<file path="src/rtl/ecc_agg_pkg.sv">
package ecc_agg_pkg;
  localparam int CNT_W = 7;

  typedef enum logic {
    LAYOUT_NARROW = 1'b0,
    LAYOUT_WIDE   = 1'b1
  } layout_e;

  typedef struct packed {
    logic             fail;
    logic [CNT_W-1:0] cnt;
  } step_stat_t;
endpackage

</file>
<file path="src/rtl/ecc_agg_rst_sync.sv">
module ecc_agg_rst_sync #(
  parameter int STAGES = 2
) (
  input  logic clk_i,
  input  logic rst_ni,
  output logic rst_sync_no
);
  logic [STAGES-1:0] sync_q;

  always_ff @(posedge clk_i or negedge rst_ni) begin
    if (!rst_ni) sync_q <= '0;
    else         sync_q <= {sync_q[STAGES-2:0], 1'b1};
  end

  assign rst_sync_no = sync_q[STAGES-1];
endmodule

</file>
<file path="src/rtl/ecc_agg_field_extract.sv">
module ecc_agg_field_extract
  import ecc_agg_pkg::*;
#(
  parameter int SLOT   = 0,
  parameter int DATA_W = 32
) (
  input  layout_e          layout_i,
  input  logic [DATA_W-1:0] word_i,
  output step_stat_t       stat_o
);
  // Slot 0 is the lower step of the pair, slot 1 the upper one.
  if (SLOT == 0) begin : g_slot_lo
    always_comb begin
      stat_o.fail = word_i[2];
      if (layout_i == LAYOUT_WIDE) stat_o.cnt = word_i[9:3];
      else                         stat_o.cnt = {1'b0, word_i[27], word_i[7:3]};
    end
  end else begin : g_slot_hi
    always_comb begin
      if (layout_i == LAYOUT_WIDE) begin
        stat_o.fail = word_i[18];
        stat_o.cnt  = word_i[25:19];
      end else begin
        stat_o.fail = word_i[15];
        stat_o.cnt  = {1'b0, word_i[29], word_i[20:16]};
      end
    end
  end
endmodule

</file>
<file path="src/rtl/ecc_agg_sequencer.sv">
module ecc_agg_sequencer #(
  parameter int STEP_W = 10,
  localparam int ADDR_W = STEP_W - 1
) (
  input  logic              clk_i,
  input  logic              rst_ni,
  input  logic              start_i,
  input  logic [STEP_W-1:0] steps_i,
  output logic              accept_o,
  output logic              rd_en_o,
  output logic [ADDR_W-1:0] rd_addr_o,
  output logic              vld_o,
  output logic              last_o,
  output logic              empty_o,
  output logic              busy_o
);
  typedef enum logic {ST_IDLE, ST_RUN} seq_state_e;

  seq_state_e        state_q, state_d;
  logic [ADDR_W-1:0] cnt_q, cnt_d;
  logic [ADDR_W-1:0] words_q, words_d;
  logic [ADDR_W-1:0] words_in;
  logic              issue_last;
  logic              vld_q, last_q, empty_q;
  logic              seq_en;

  // Word count drops the unpaired odd step.
  assign words_in   = steps_i[STEP_W-1:1];
  assign busy_o     = (state_q == ST_RUN) | vld_q | empty_q;
  assign accept_o   = start_i & ~busy_o;
  assign rd_en_o    = (state_q == ST_RUN);
  assign rd_addr_o  = cnt_q;
  assign issue_last = rd_en_o & (cnt_q == words_q - 1'b1);

  always_comb begin
    state_d = state_q;
    cnt_d   = cnt_q;
    words_d = words_q;
    if (accept_o) begin
      words_d = words_in;
      cnt_d   = '0;
      state_d = (words_in != '0) ? ST_RUN : ST_IDLE;
    end else if (state_q == ST_RUN) begin
      if (issue_last) state_d = ST_IDLE;
      else            cnt_d   = cnt_q + 1'b1;
    end
  end

  assign seq_en = accept_o | (state_q == ST_RUN);

  always_ff @(posedge clk_i or negedge rst_ni) begin
    if (!rst_ni) begin
      state_q <= ST_IDLE;
      cnt_q   <= '0;
      words_q <= '0;
    end else if (seq_en) begin
      state_q <= state_d;
      cnt_q   <= cnt_d;
      words_q <= words_d;
    end
  end

  // Read data returns one cycle after the request.
  always_ff @(posedge clk_i or negedge rst_ni) begin
    if (!rst_ni) begin
      vld_q   <= 1'b0;
      last_q  <= 1'b0;
      empty_q <= 1'b0;
    end else begin
      vld_q   <= rd_en_o;
      last_q  <= issue_last;
      empty_q <= accept_o & (words_in == '0);
    end
  end

  assign vld_o   = vld_q;
  assign last_o  = last_q;
  assign empty_o = empty_q;
endmodule

</file>
<file path="src/rtl/ecc_agg_accum.sv">
module ecc_agg_accum
  import ecc_agg_pkg::*;
#(
  parameter int SUM_W  = 16,
  parameter int FCNT_W = 16
) (
  input  logic              clk_i,
  input  logic              rst_ni,
  input  logic              clear_i,
  input  logic              vld_i,
  input  logic              last_i,
  input  logic              empty_i,
  input  step_stat_t        stat_a_i,
  input  step_stat_t        stat_b_i,
  output logic [SUM_W-1:0]  total_o,
  output logic [CNT_W-1:0]  max_o,
  output logic [FCNT_W-1:0] fail_cnt_o,
  output logic              done_o
);
  logic [SUM_W-1:0]  total_q, total_d;
  logic [CNT_W-1:0]  max_q, max_d;
  logic [FCNT_W-1:0] fail_q, fail_d;
  logic              done_q;
  logic              pair_fail;
  logic [SUM_W:0]    sum_w;
  logic              acc_en;

  assign pair_fail = stat_a_i.fail | stat_b_i.fail;
  assign sum_w     = {1'b0, total_q} + (SUM_W+1)'(stat_a_i.cnt) + (SUM_W+1)'(stat_b_i.cnt);
  assign acc_en    = clear_i | vld_i;

  always_comb begin
    total_d = total_q;
    max_d   = max_q;
    fail_d  = fail_q;
    if (clear_i) begin
      total_d = '0;
      max_d   = '0;
      fail_d  = '0;
    end else if (vld_i) begin
      if (pair_fail) begin
        if (fail_q != '1) fail_d = fail_q + 1'b1;
      end else begin
        total_d = sum_w[SUM_W] ? '1 : sum_w[SUM_W-1:0];
        if (stat_a_i.cnt > max_d) max_d = stat_a_i.cnt;
        if (stat_b_i.cnt > max_d) max_d = stat_b_i.cnt;
      end
    end
  end

  always_ff @(posedge clk_i or negedge rst_ni) begin
    if (!rst_ni) begin
      total_q <= '0;
      max_q   <= '0;
      fail_q  <= '0;
    end else if (acc_en) begin
      total_q <= total_d;
      max_q   <= max_d;
      fail_q  <= fail_d;
    end
  end

  always_ff @(posedge clk_i or negedge rst_ni) begin
    if (!rst_ni) done_q <= 1'b0;
    else         done_q <= (vld_i & last_i) | empty_i;
  end

  assign total_o    = total_q;
  assign max_o      = max_q;
  assign fail_cnt_o = fail_q;
  assign done_o     = done_q;
endmodule

</file>
<file path="src/rtl/ecc_status_agg.sv">
module ecc_status_agg
  import ecc_agg_pkg::*;
#(
  parameter int STEP_W = 10,
  parameter int DATA_W = 32,
  parameter int SUM_W  = 16,
  parameter int FCNT_W = 16,
  localparam int ADDR_W = STEP_W - 1,
  localparam int RES_W  = CNT_W + 1
) (
  input  logic              clk_i,
  input  logic              rst_ni,
  input  logic              start_i,
  input  logic [STEP_W-1:0] steps_i,
  input  logic              layout_i,
  output logic              rd_en_o,
  output logic [ADDR_W-1:0] rd_addr_o,
  input  logic [DATA_W-1:0] rd_data_i,
  output logic              busy_o,
  output logic              done_o,
  output logic [SUM_W-1:0]  total_o,
  output logic [CNT_W-1:0]  max_o,
  output logic [FCNT_W-1:0] fail_cnt_o,
  output logic [RES_W-1:0]  result_o
);
  logic       rst_n_int;
  logic       accept, vld, last, empty;
  layout_e    layout_q;
  step_stat_t stat_pair [2];

  ecc_agg_rst_sync #(.STAGES(2)) u_rst_sync (
    .clk_i       (clk_i),
    .rst_ni      (rst_ni),
    .rst_sync_no (rst_n_int)
  );

  ecc_agg_sequencer #(.STEP_W(STEP_W)) u_seq (
    .clk_i     (clk_i),
    .rst_ni    (rst_n_int),
    .start_i   (start_i),
    .steps_i   (steps_i),
    .accept_o  (accept),
    .rd_en_o   (rd_en_o),
    .rd_addr_o (rd_addr_o),
    .vld_o     (vld),
    .last_o    (last),
    .empty_o   (empty),
    .busy_o    (busy_o)
  );

  always_ff @(posedge clk_i or negedge rst_n_int) begin
    if (!rst_n_int)  layout_q <= LAYOUT_NARROW;
    else if (accept) layout_q <= layout_e'(layout_i);
  end

  for (genvar s = 0; s < 2; s++) begin : g_slot
    ecc_agg_field_extract #(.SLOT(s), .DATA_W(DATA_W)) u_ext (
      .layout_i (layout_q),
      .word_i   (rd_data_i),
      .stat_o   (stat_pair[s])
    );
  end

  ecc_agg_accum #(.SUM_W(SUM_W), .FCNT_W(FCNT_W)) u_acc (
    .clk_i      (clk_i),
    .rst_ni     (rst_n_int),
    .clear_i    (accept),
    .vld_i      (vld),
    .last_i     (last),
    .empty_i    (empty),
    .stat_a_i   (stat_pair[0]),
    .stat_b_i   (stat_pair[1]),
    .total_o    (total_o),
    .max_o      (max_o),
    .fail_cnt_o (fail_cnt_o),
    .done_o     (done_o)
  );

  assign result_o = (fail_cnt_o != '0) ? '1 : {1'b0, max_o};
endmodule

</file>
<file path="config.mk">
export PLATFORM = sky130hd
export DESIGN_NAME = ecc_status_agg
export DESIGN_NICKNAME = d
export VERILOG_FILES = /design/src/rtl/ecc_agg_pkg.sv /design/src/rtl/ecc_agg_rst_sync.sv /design/src/rtl/ecc_agg_field_extract.sv /design/src/rtl/ecc_agg_sequencer.sv /design/src/rtl/ecc_agg_accum.sv /design/src/rtl/ecc_status_agg.sv
export SDC_FILE = /design/constraint.sdc
export NUM_CORES = 1
export LEC_CHECK = 0
export BUFFER_PORTS_ARGS = -buffer_cell sky130_fd_sc_hd__buf_2
export CORE_ASPECT_RATIO = 1.5
export CORE_UTILIZATION = 54
export CTS_CLUSTER_SIZE = 28
export DETAILED_ROUTE_END_ITERATION = 16
export HOLD_SLACK_MARGIN = 0.05
export PLACE_DENSITY = 0.9
export SETUP_SLACK_MARGIN = 0.1
export SLEW_MARGIN = 5
export SYNTH_ARGS = -nofsm -noshare
export SYNTH_HDL_FRONTEND = slang
export SYNTH_SLANG_ARGS = --single-unit
</file>
<file path="constraint.sdc">
create_clock -name clk_i -period 2.6 [get_ports clk_i]
set_clock_uncertainty 0.15 [all_clocks]
set_input_delay 0.26 -clock clk_i [delete_from_list [all_inputs] [get_ports clk_i]]
set_output_delay 0.26 -clock clk_i [all_outputs]
set_load 0.005 [all_outputs]
</file>
==> results_dict.tcl, run 1 <==
set metrics [dict create \
    via_per_inst 6.04 \
    timing.critical_path.to_type "flip-flop" \
    netlist.top_cell.by_area "sky130_fd_sc_hd__dfrtp_1" \
    finalSetupViolations 23 \
    routabilityCongestion 0.943 \
    synth-seq-cells 65 \
    htree_num_levels 3 \
    drive_gt1_share_pct 38.0 \
    final_area_um2 6200 \
    placement_cell_area_um2 5510 \
    tritoncts_num_sinks 65 \
    endpoint_worst_hold "layout_q" \
    path_buf_inv 3 \
    worst_slack_ns -0.768 \
    period_needed_ns 3.37 \
    power_density_nw_per_um2 828 \
    yosysSeqAreaShare_pct 37.8 \
    syn_area_per_cell_um2 9.12 \
    synthFlopType "sky130_fd_sc_hd__dfrtp_1" \
    grt_pass1_vias 4737 \
    clockRootBuffer "sky130_fd_sc_hd__clkbuf_16" \
    r2r.worst_path.cells 14 \
    synth_cells 472 \
    clock_tree.buffer_depth 2 \
    top_level_ports 105 \
    worst_path_dominant_cell_family "adder cells" \
    io_buffer_count 92 \
    detail_route.first_pass.iterations 5 \
    cts_buffers 9 \
    worst-slew-pin-transition_ns 0.734 \
    clock.fmax_ghz 0.297 \
    drt_drc_violations_left 0 \
    timing.critical_path.cells "buf_4 > mux2i_2 > inv_1 > fa_1 > ha_1 > inv_1 > fa_2 > nor2b_1 > o21ai_1 > nand2b_1 > a221o_1 > nor3b_4 > and4_1 > a211oi_1" \
    post-dp-hpwl_um 9940 \
    final_antenna_net_count 0 \
    fin_nets 733 \
    via_count 4592 \
    final_hold_viol_count 0 \
    crit-reg2reg-capture "u_acc.total_o[15]" \
    critPathMaxStageDelay_ns 0.44 \
    clk_latency_ns 0.33 \
    crit-reg2reg-launch "layout_q" \
    grt_util_all_layers_pct 36.4 \
    cts_tree "built" \
    floorplan.die.width_um 74.9 \
    critical_path_class "reg -> reg" \
    worstHoldPathType "in -> reg" \
    routed_wirelength_um 14300 \
    post_synth_main_area_contributors "sky130_fd_sc_hd__dfrtp_1 38%, sky130_fd_sc_hd__ha_1 7.3%, sky130_fd_sc_hd__nand2_1 5.1%" \
    grt_first_pass_wirelength_um 22700 \
    routed_wire_length_per_instance_um 18.9 \
    numPlacedInstances 726 \
    synth_fp_nets 550 \
    regToRegSetupSlack_ns -0.77 \
    status "complete, but fails checks" \
    synth-async-reset-ratio_pct 100 \
    hp-start "layout_i" \
    fp.coreArea_um2 7660 \
    finalCritPeriodShare_pct 130 \
    initial_core_util_pct 56.2 \
    design.die.area_um2 8340 \
    mappedNetlistArea_um2 4310 \
    final_cells 760 \
    worst-endpoint-arrival_ns 3.45 \
    synth_cell_type_count 61 \
    global_route.overflow_total 0 \
    cts.clk_slew.worst_paths_ns 0.05 \
    ys.warnings.count 0 \
    path_common_cell "sky130_fd_sc_hd__inv_1" \
    synth-edff-count 0 \
    chipHeight_um 111 \
    antenna_found_initial 0 \
    path_depth 14 \
    critPathRequiredTime_ns 2.68 \
    post-layout-total-power_mw 5.13 \
    diodes 0 \
    failed_checks "setup timing" \
    leakage_nw 3.01 \
    rows 39 \
    worst_slew_margin_rel_pct 51.1 \
    cp_slowest_cell "sky130_fd_sc_hd__fa_1" \
    max_cap_viol_count 0 \
    slew_violations 0 \
    path_max_fanout 4 \
    start_kind "flip-flop" \
    flow.area_growth_from_synthesis_pct 44.0 \
    irDropWorstVdd_v 0.000842 \
    rsz0062_at_grt "true" \
    holdPathStages 3 \
    synth_top_area_share_pct 37.8 \
    detailedRoute.firstIterationViolations 341 \
    largest_net_degree_at_the_start_of_global_routing 34 \
]
## metrics by stage
step | setup slack [ns] | utilization (%) | setup TNS [ns] | hold WS [ns]
3_3_place_gp | -0.703 | 71.9 | -14.28 | -0.105
2_1_floorplan | -0.647 | - | -9.96 | -0.186
3_5_place_dp | -0.857 | 71.9 | -16.73 | -0.104
6_report | -0.768 | 80.9 | -14.48 | 0.0826
5_1_grt | -0.904 | 80.9 | -17.33 | 0.0511
4_1_cts | -0.729 | 79.1 | -13.29 | 0.0611
## area by class of cell
type / instances / area [um^2]
Timing Repair Buffer: 190 / 1260
Clock inverter: 3 / 43.8
Tap cell: 102 / 128
Multi-Input combinational cell: 361 / 2800
Fill cell: 453 / 1460
Sequential cell: 65 / 1630
Clock buffer: 11 / 233
Inverter: 28 / 105
## registers in the layout (all words and copies together) (netlist names)
| register | flops |
|---|---|
| u_rst_sync.sync_q | 2 |
| u_seq.words_q | 9 |
| u_seq.last_o | 1 |
| u_seq.rd_addr_o | 9 |
| u_acc.total_o | 16 |
| u_acc.fail_cnt_o | 16 |
| u_acc.done_o | 1 |
| u_acc.max_o | 7 |
| u_seq.vld_o | 1 |
| u_seq.empty_o | 1 |
| u_seq.rd_en_o | 1 |
| layout_q | 1 |
## layout by cell type (no fill, tap or decap), types with 5 or more instances in the layout
cell                            netlist  routed
sky130_fd_sc_hd__o21ai_0              9       6
sky130_fd_sc_hd__dlygate4sd3_1        0      10
sky130_fd_sc_hd__a31oi_1             10      10
sky130_fd_sc_hd__a21oi_1             21      15
sky130_fd_sc_hd__inv_1               28      24
sky130_fd_sc_hd__nand2b_1             8       8
sky130_fd_sc_hd__mux2i_1             18      13
sky130_fd_sc_hd__buf_2                2      92
sky130_fd_sc_hd__ha_1                25      22
sky130_fd_sc_hd__nor2_1              38      37
sky130_fd_sc_hd__o21ai_1              8       6
sky130_fd_sc_hd__nor3_1               7       5
sky130_fd_sc_hd__and3_1               7       6
sky130_fd_sc_hd__a21oi_2              0       6
sky130_fd_sc_hd__clkbuf_16            0       9
sky130_fd_sc_hd__dfrtp_1             65      62
sky130_fd_sc_hd__nand4_1             12      12
sky130_fd_sc_hd__xor2_1              22      22
sky130_fd_sc_hd__buf_4                0      81
sky130_fd_sc_hd__o221ai_1             6       6
sky130_fd_sc_hd__xnor2_1             10       9
sky130_fd_sc_hd__nand2_1             59      58
sky130_fd_sc_hd__fa_1                 7       6
sky130_fd_sc_hd__nand3_1             15      14
sky130_fd_sc_hd__buf_6                1       5
sky130_fd_sc_hd__a21o_1               9       9
## logic make-up after synthesis
| group | Yosys count | synth area share [%] |
|---|---|---|
| and+or+nand+nor | 181 | 21.2 |
| AOI/OAI and AO/OA | 94 | 14.5 |
| DFF | 65 | 37.8 |
| buffers and inverters | 46 | 4.24 |
| adders and majority gates | 33 | 10.7 |
| xor gates and xnor gates | 33 | 7.03 |
| muxes | 19 | 4.45 |
| other | 1 | 0.0871 |
## where the power goes
| part | leakage [nW] | switching, mW | total, mW | internal (mW) |
|---|---|---|---|---|
| registers | 0.803 | 0.217 | 1.42 | 1.20 |
| clock network | 0.135 | 0.423 | 1.15 | 0.731 |
| logic | 2.07 | 1.21 | 2.56 | 1.34 |
## per-layer routing
layer | vias up | track usage (%) | wire, um
met5 | - | 0 | 0
li1 | 2046 | - | -
met2 | 238 | 62.0 | 7650
met1 | 2209 | 37.4 | 4790
met4 | 0 | 25.3 | 1090
met3 | 99 | 9.59 | 795
## synth_stat cells (all sizes together) (3+ instances only)
cell type / count
a211oi: 6
a21o: 9
a21oi: 21
a31oi: 10
and2: 8
and3: 7
and4: 5
buf: 4
clkbuf: 14
dfrtp: 65
fa: 7
ha: 25
inv: 28
mux2i: 18
nand2: 59
nand2b: 8
nand3: 15
nand4: 12
nor2: 38
nor2b: 3
nor3: 8
nor3b: 3
nor4: 6
o211ai: 3
o21ai: 17
o221ai: 6
o311ai: 3
o31ai: 3
xnor2: 10
xor2: 22
## worst min-delay path: stages
cell,delay [ns]
sky130_fd_sc_hd__buf_2,0.09
sky130_fd_sc_hd__nand2_1,0.04
sky130_fd_sc_hd__nand2_1,0.11
## worst max path at each step
| stage | startpoint | to | slack [ns] |
|---|---|---|---|
| after CTS | layout_q | u_acc.max_o[2] | -0.73 |
| after detailed placement | layout_q | u_acc.total_o[15] | -0.86 |
| after global placement | layout_q | u_acc.total_o[15] | -0.70 |
| after floorplan | layout_q | u_acc.max_o[0] | -0.65 |
| final | layout_q | u_acc.total_o[15] | -0.77 |
| after global routing | layout_q | u_acc.total_o[15] | -0.90 |
## repair_timing
item	4_1_cts	5_1_grt
pin swaps	6	11
buffers inserted	5	5
endpoints found under the hold margin	11	0
gates resized for setup	31	21
hold buffers	10	0
endpoints found under the setup margin	28	36
Power figures use the tool's default switching activity.
==> run 2, diff against run 1 <==
--- a/config.mk
+++ b/config.mk
@@ -7,11 +7,12 @@
 export LEC_CHECK = 0
 export BUFFER_PORTS_ARGS = -buffer_cell sky130_fd_sc_hd__buf_2
 export CORE_ASPECT_RATIO = 1.5
-export CORE_UTILIZATION = 54
+export CORE_UTILIZATION = 49
+export CTS_CLUSTER_DIAMETER = 60
 export CTS_CLUSTER_SIZE = 28
 export DETAILED_ROUTE_END_ITERATION = 16
 export HOLD_SLACK_MARGIN = 0.05
-export PLACE_DENSITY = 0.9
+export PLACE_DENSITY = 0.86
 export SETUP_SLACK_MARGIN = 0.1
 export SLEW_MARGIN = 5
 export SYNTH_ARGS = -nofsm -noshare
==> constraint.sdc (replaced) <==
create_clock -name clk_i -period 3 [get_ports clk_i]
set_clock_uncertainty 0.15 [all_clocks]
set_input_delay 0.3 -clock clk_i [delete_from_list [all_inputs] [get_ports clk_i]]
set_output_delay 0.3 -clock clk_i [all_outputs]
set_load 0.005 [all_outputs]
==> run 2 against run 1 <==
  * The run still ends with setup timing left
  * Critical path depth did not move
  * Utilization fell by 8.3 points
  * First-iteration DRC count rose by 38%
  * Via count rose by 0.61%
  * Final cell count fell by 3.0%
  * Wire length rose by 6.6%
  * Sequential power fell by 11%
  * Sequential share of layout area rose by 0.21 points
  * Sequential cell count did not move
  * Count of clock-buffer cells in the layout rose by 2
  * Die area rose by 10%
  * Critical path type unchanged
==> results_dict.tcl, run 2 (synthesis results as in run 1) <==
set metrics [dict create \
    worst-slew-pin-transition_ns 1.09 \
    fin_nets 704 \
    final_area_um2 6150 \
    via_count 4620 \
    tritoncts_num_sinks 65 \
    timing.critical_path.to_type "flip-flop" \
    initial_core_util_pct 50.9 \
    nFillCells 524 \
    worst-endpoint-arrival_ns 3.62 \
    antenna_found_initial 0 \
    grt_first_pass_wirelength_um 19300 \
    path_max_fanout 6 \
    drt_drc_violations_left 0 \
    floorplan.die.width_um 78.5 \
    flow.area_growth_from_synthesis_pct 42.7 \
    global_route.overflow_total 0 \
    most-common-layout-cells "92 x sky130_fd_sc_hd__buf_2, 63 x sky130_fd_sc_hd__dfrtp_1, 58 x sky130_fd_sc_hd__nand2_1" \
    drive_gt1_share_pct 38.4 \
    slew_violations 0 \
    post-dp-hpwl_um 8770 \
    worst_slew_margin_rel_pct 27.3 \
    finalCritPeriodShare_pct 118 \
    finalSetupViolations 23 \
    clockRootBuffer "sky130_fd_sc_hd__clkbuf_16" \
    routabilityCongestion 0.874 \
    layout.area.seq_um2 1630 \
    setup-tns-final_ns -8.51 \
    final_core_area_utilization_pct 72.6 \
    clock.fmax_ghz 0.284 \
    detail_route.first_pass.iterations 5 \
    clock_tree.buffer_depth 2 \
    failed_checks "setup timing" \
    design.die.area_um2 9180 \
    power_density_nw_per_um2 818 \
    diodes 0 \
    htree_num_levels 3 \
    grt_util_all_layers_pct 27.3 \
    critPathRequiredTime_ns 3.09 \
    max_cap_viol_count 0 \
    io_buffer_count 92 \
    placement_cell_area_um2 5220 \
    largest_net_degree_at_the_start_of_global_routing 46 \
    cts_buffers 9 \
    fp.coreArea_um2 8460 \
    chipHeight_um 117 \
    detailedRoute.firstIterationViolations 471 \
    final_antenna_net_count 0 \
    irDropWorstVdd_v 0.000492 \
    worst_slack_ns -0.527 \
    top_level_ports 105 \
    routed_wire_length_per_instance_um 20.7 \
    via_per_inst 6.27 \
    cts_tree "built" \
    critical_path_class "reg -> reg" \
    clk_latency_ns 0.34 \
    status "complete, but fails checks" \
    rsz0062_at_grt "true" \
    period_needed_ns 3.53 \
    layout.cells.most_common "sky130_fd_sc_hd__buf_2" \
    start_kind "flip-flop" \
    leakage_nw 2.87 \
    worstHoldPathType "in -> reg" \
    rows 41 \
    multi_input_area_um2 2930 \
    routed_wirelength_um 15300 \
    grt_pass1_vias 4235 \
    cts.clk_slew.worst_paths_ns 0.05 \
    final_hold_viol_count 0 \
]
[run 2: metrics by stage]
stage          std cells  power [mW]  worst slack (ns)  hold slack [ns]
5_1_grt              737        5.24            -0.609           0.0657
4_1_cts              722        4.38            -0.404           0.0525
2_1_floorplan        472        2.33            -0.247           -0.146
3_5_place_dp         696        3.08            -0.449          -0.0642
3_3_place_gp         696        2.99            -0.340          -0.0662
6_report             737        5.03            -0.527           0.0613
[run 2: worst paths after layout]
check	startpoint	slack (ns)	cells past startpoint	end
max reg2reg	layout_q	-0.53	14	u_acc.max_o[4]
min	steps_i[6]	0.06	3	u_seq.words_q[5]
max in group asynchronous	u_rst_sync.sync_q[1]	1.64	1	u_acc.total_o[9]
min reg2reg	u_rst_sync.sync_q[1]	0.09	0	u_acc.max_o[0]
min in group asynchronous	u_rst_sync.sync_q[1]	0.09	0	u_acc.max_o[0]
max	layout_q	-0.53	14	u_acc.max_o[4]
[run 2: timing repair]
item	CTS	global route
cloned	0	1
endpoints found under the hold margin	8	0
setup endpoints to repair	23	35
setup buffers	4	14
pin swaps	3	21
hold buffers	7	0
gates resized for setup	13	68
[run 2: report_power, final]
part	switching, mW	internal (mW)	total, mW	leakage (nW)
combinational	1.26	1.32	2.58	1.91
sequential	0.229	1.04	1.27	0.803
clock	0.385	0.791	1.18	0.162
total	1.88	3.15	5.03	2.87
[run 2: layer usage]
metal  track usage, %  up-vias  wire length [um]  part of all wire (%)
met2             49.4      302              8090                    53
li1                 -     1979                 -                     -
met1             29.1     2252              5410                    35
met4             15.1        0               823                   5.4
met3             6.43       87               955                   6.3
met5                0        -                 0                     0
[run 2: worst max-delay path: stages, from the launching register on]
cell and delay (ns):
sky130_fd_sc_hd__dfrtp_2 0.43, sky130_fd_sc_hd__mux2_4 0.32, sky130_fd_sc_hd__ha_4 0.28, sky130_fd_sc_hd__a21oi_2 0.05, sky130_fd_sc_hd__maj3_2 0.33, sky130_fd_sc_hd__o21ai_4 0.08
sky130_fd_sc_hd__o21ai_4 0.14, sky130_fd_sc_hd__mux2i_2 0.19, sky130_fd_sc_hd__ha_1 0.32, sky130_fd_sc_hd__a21o_1 0.16, sky130_fd_sc_hd__a21o_1 0.19, sky130_fd_sc_hd__a211oi_4 0.29
sky130_fd_sc_hd__buf_4 0.18, sky130_fd_sc_hd__o21ai_4 0.10, sky130_fd_sc_hd__o221ai_2 0.23
[run 2: layout make-up]
cell class | instances | share of cell area (%)
well taps | 107 | 2.18
clock buffers | 13 | 4.40
flip-flops and latches | 65 | 26.5
multi-input cells | 361 | 47.6
clock inverters | 2 | 0.977
repair buffers | 161 | 16.6
inverters | 28 | 1.71
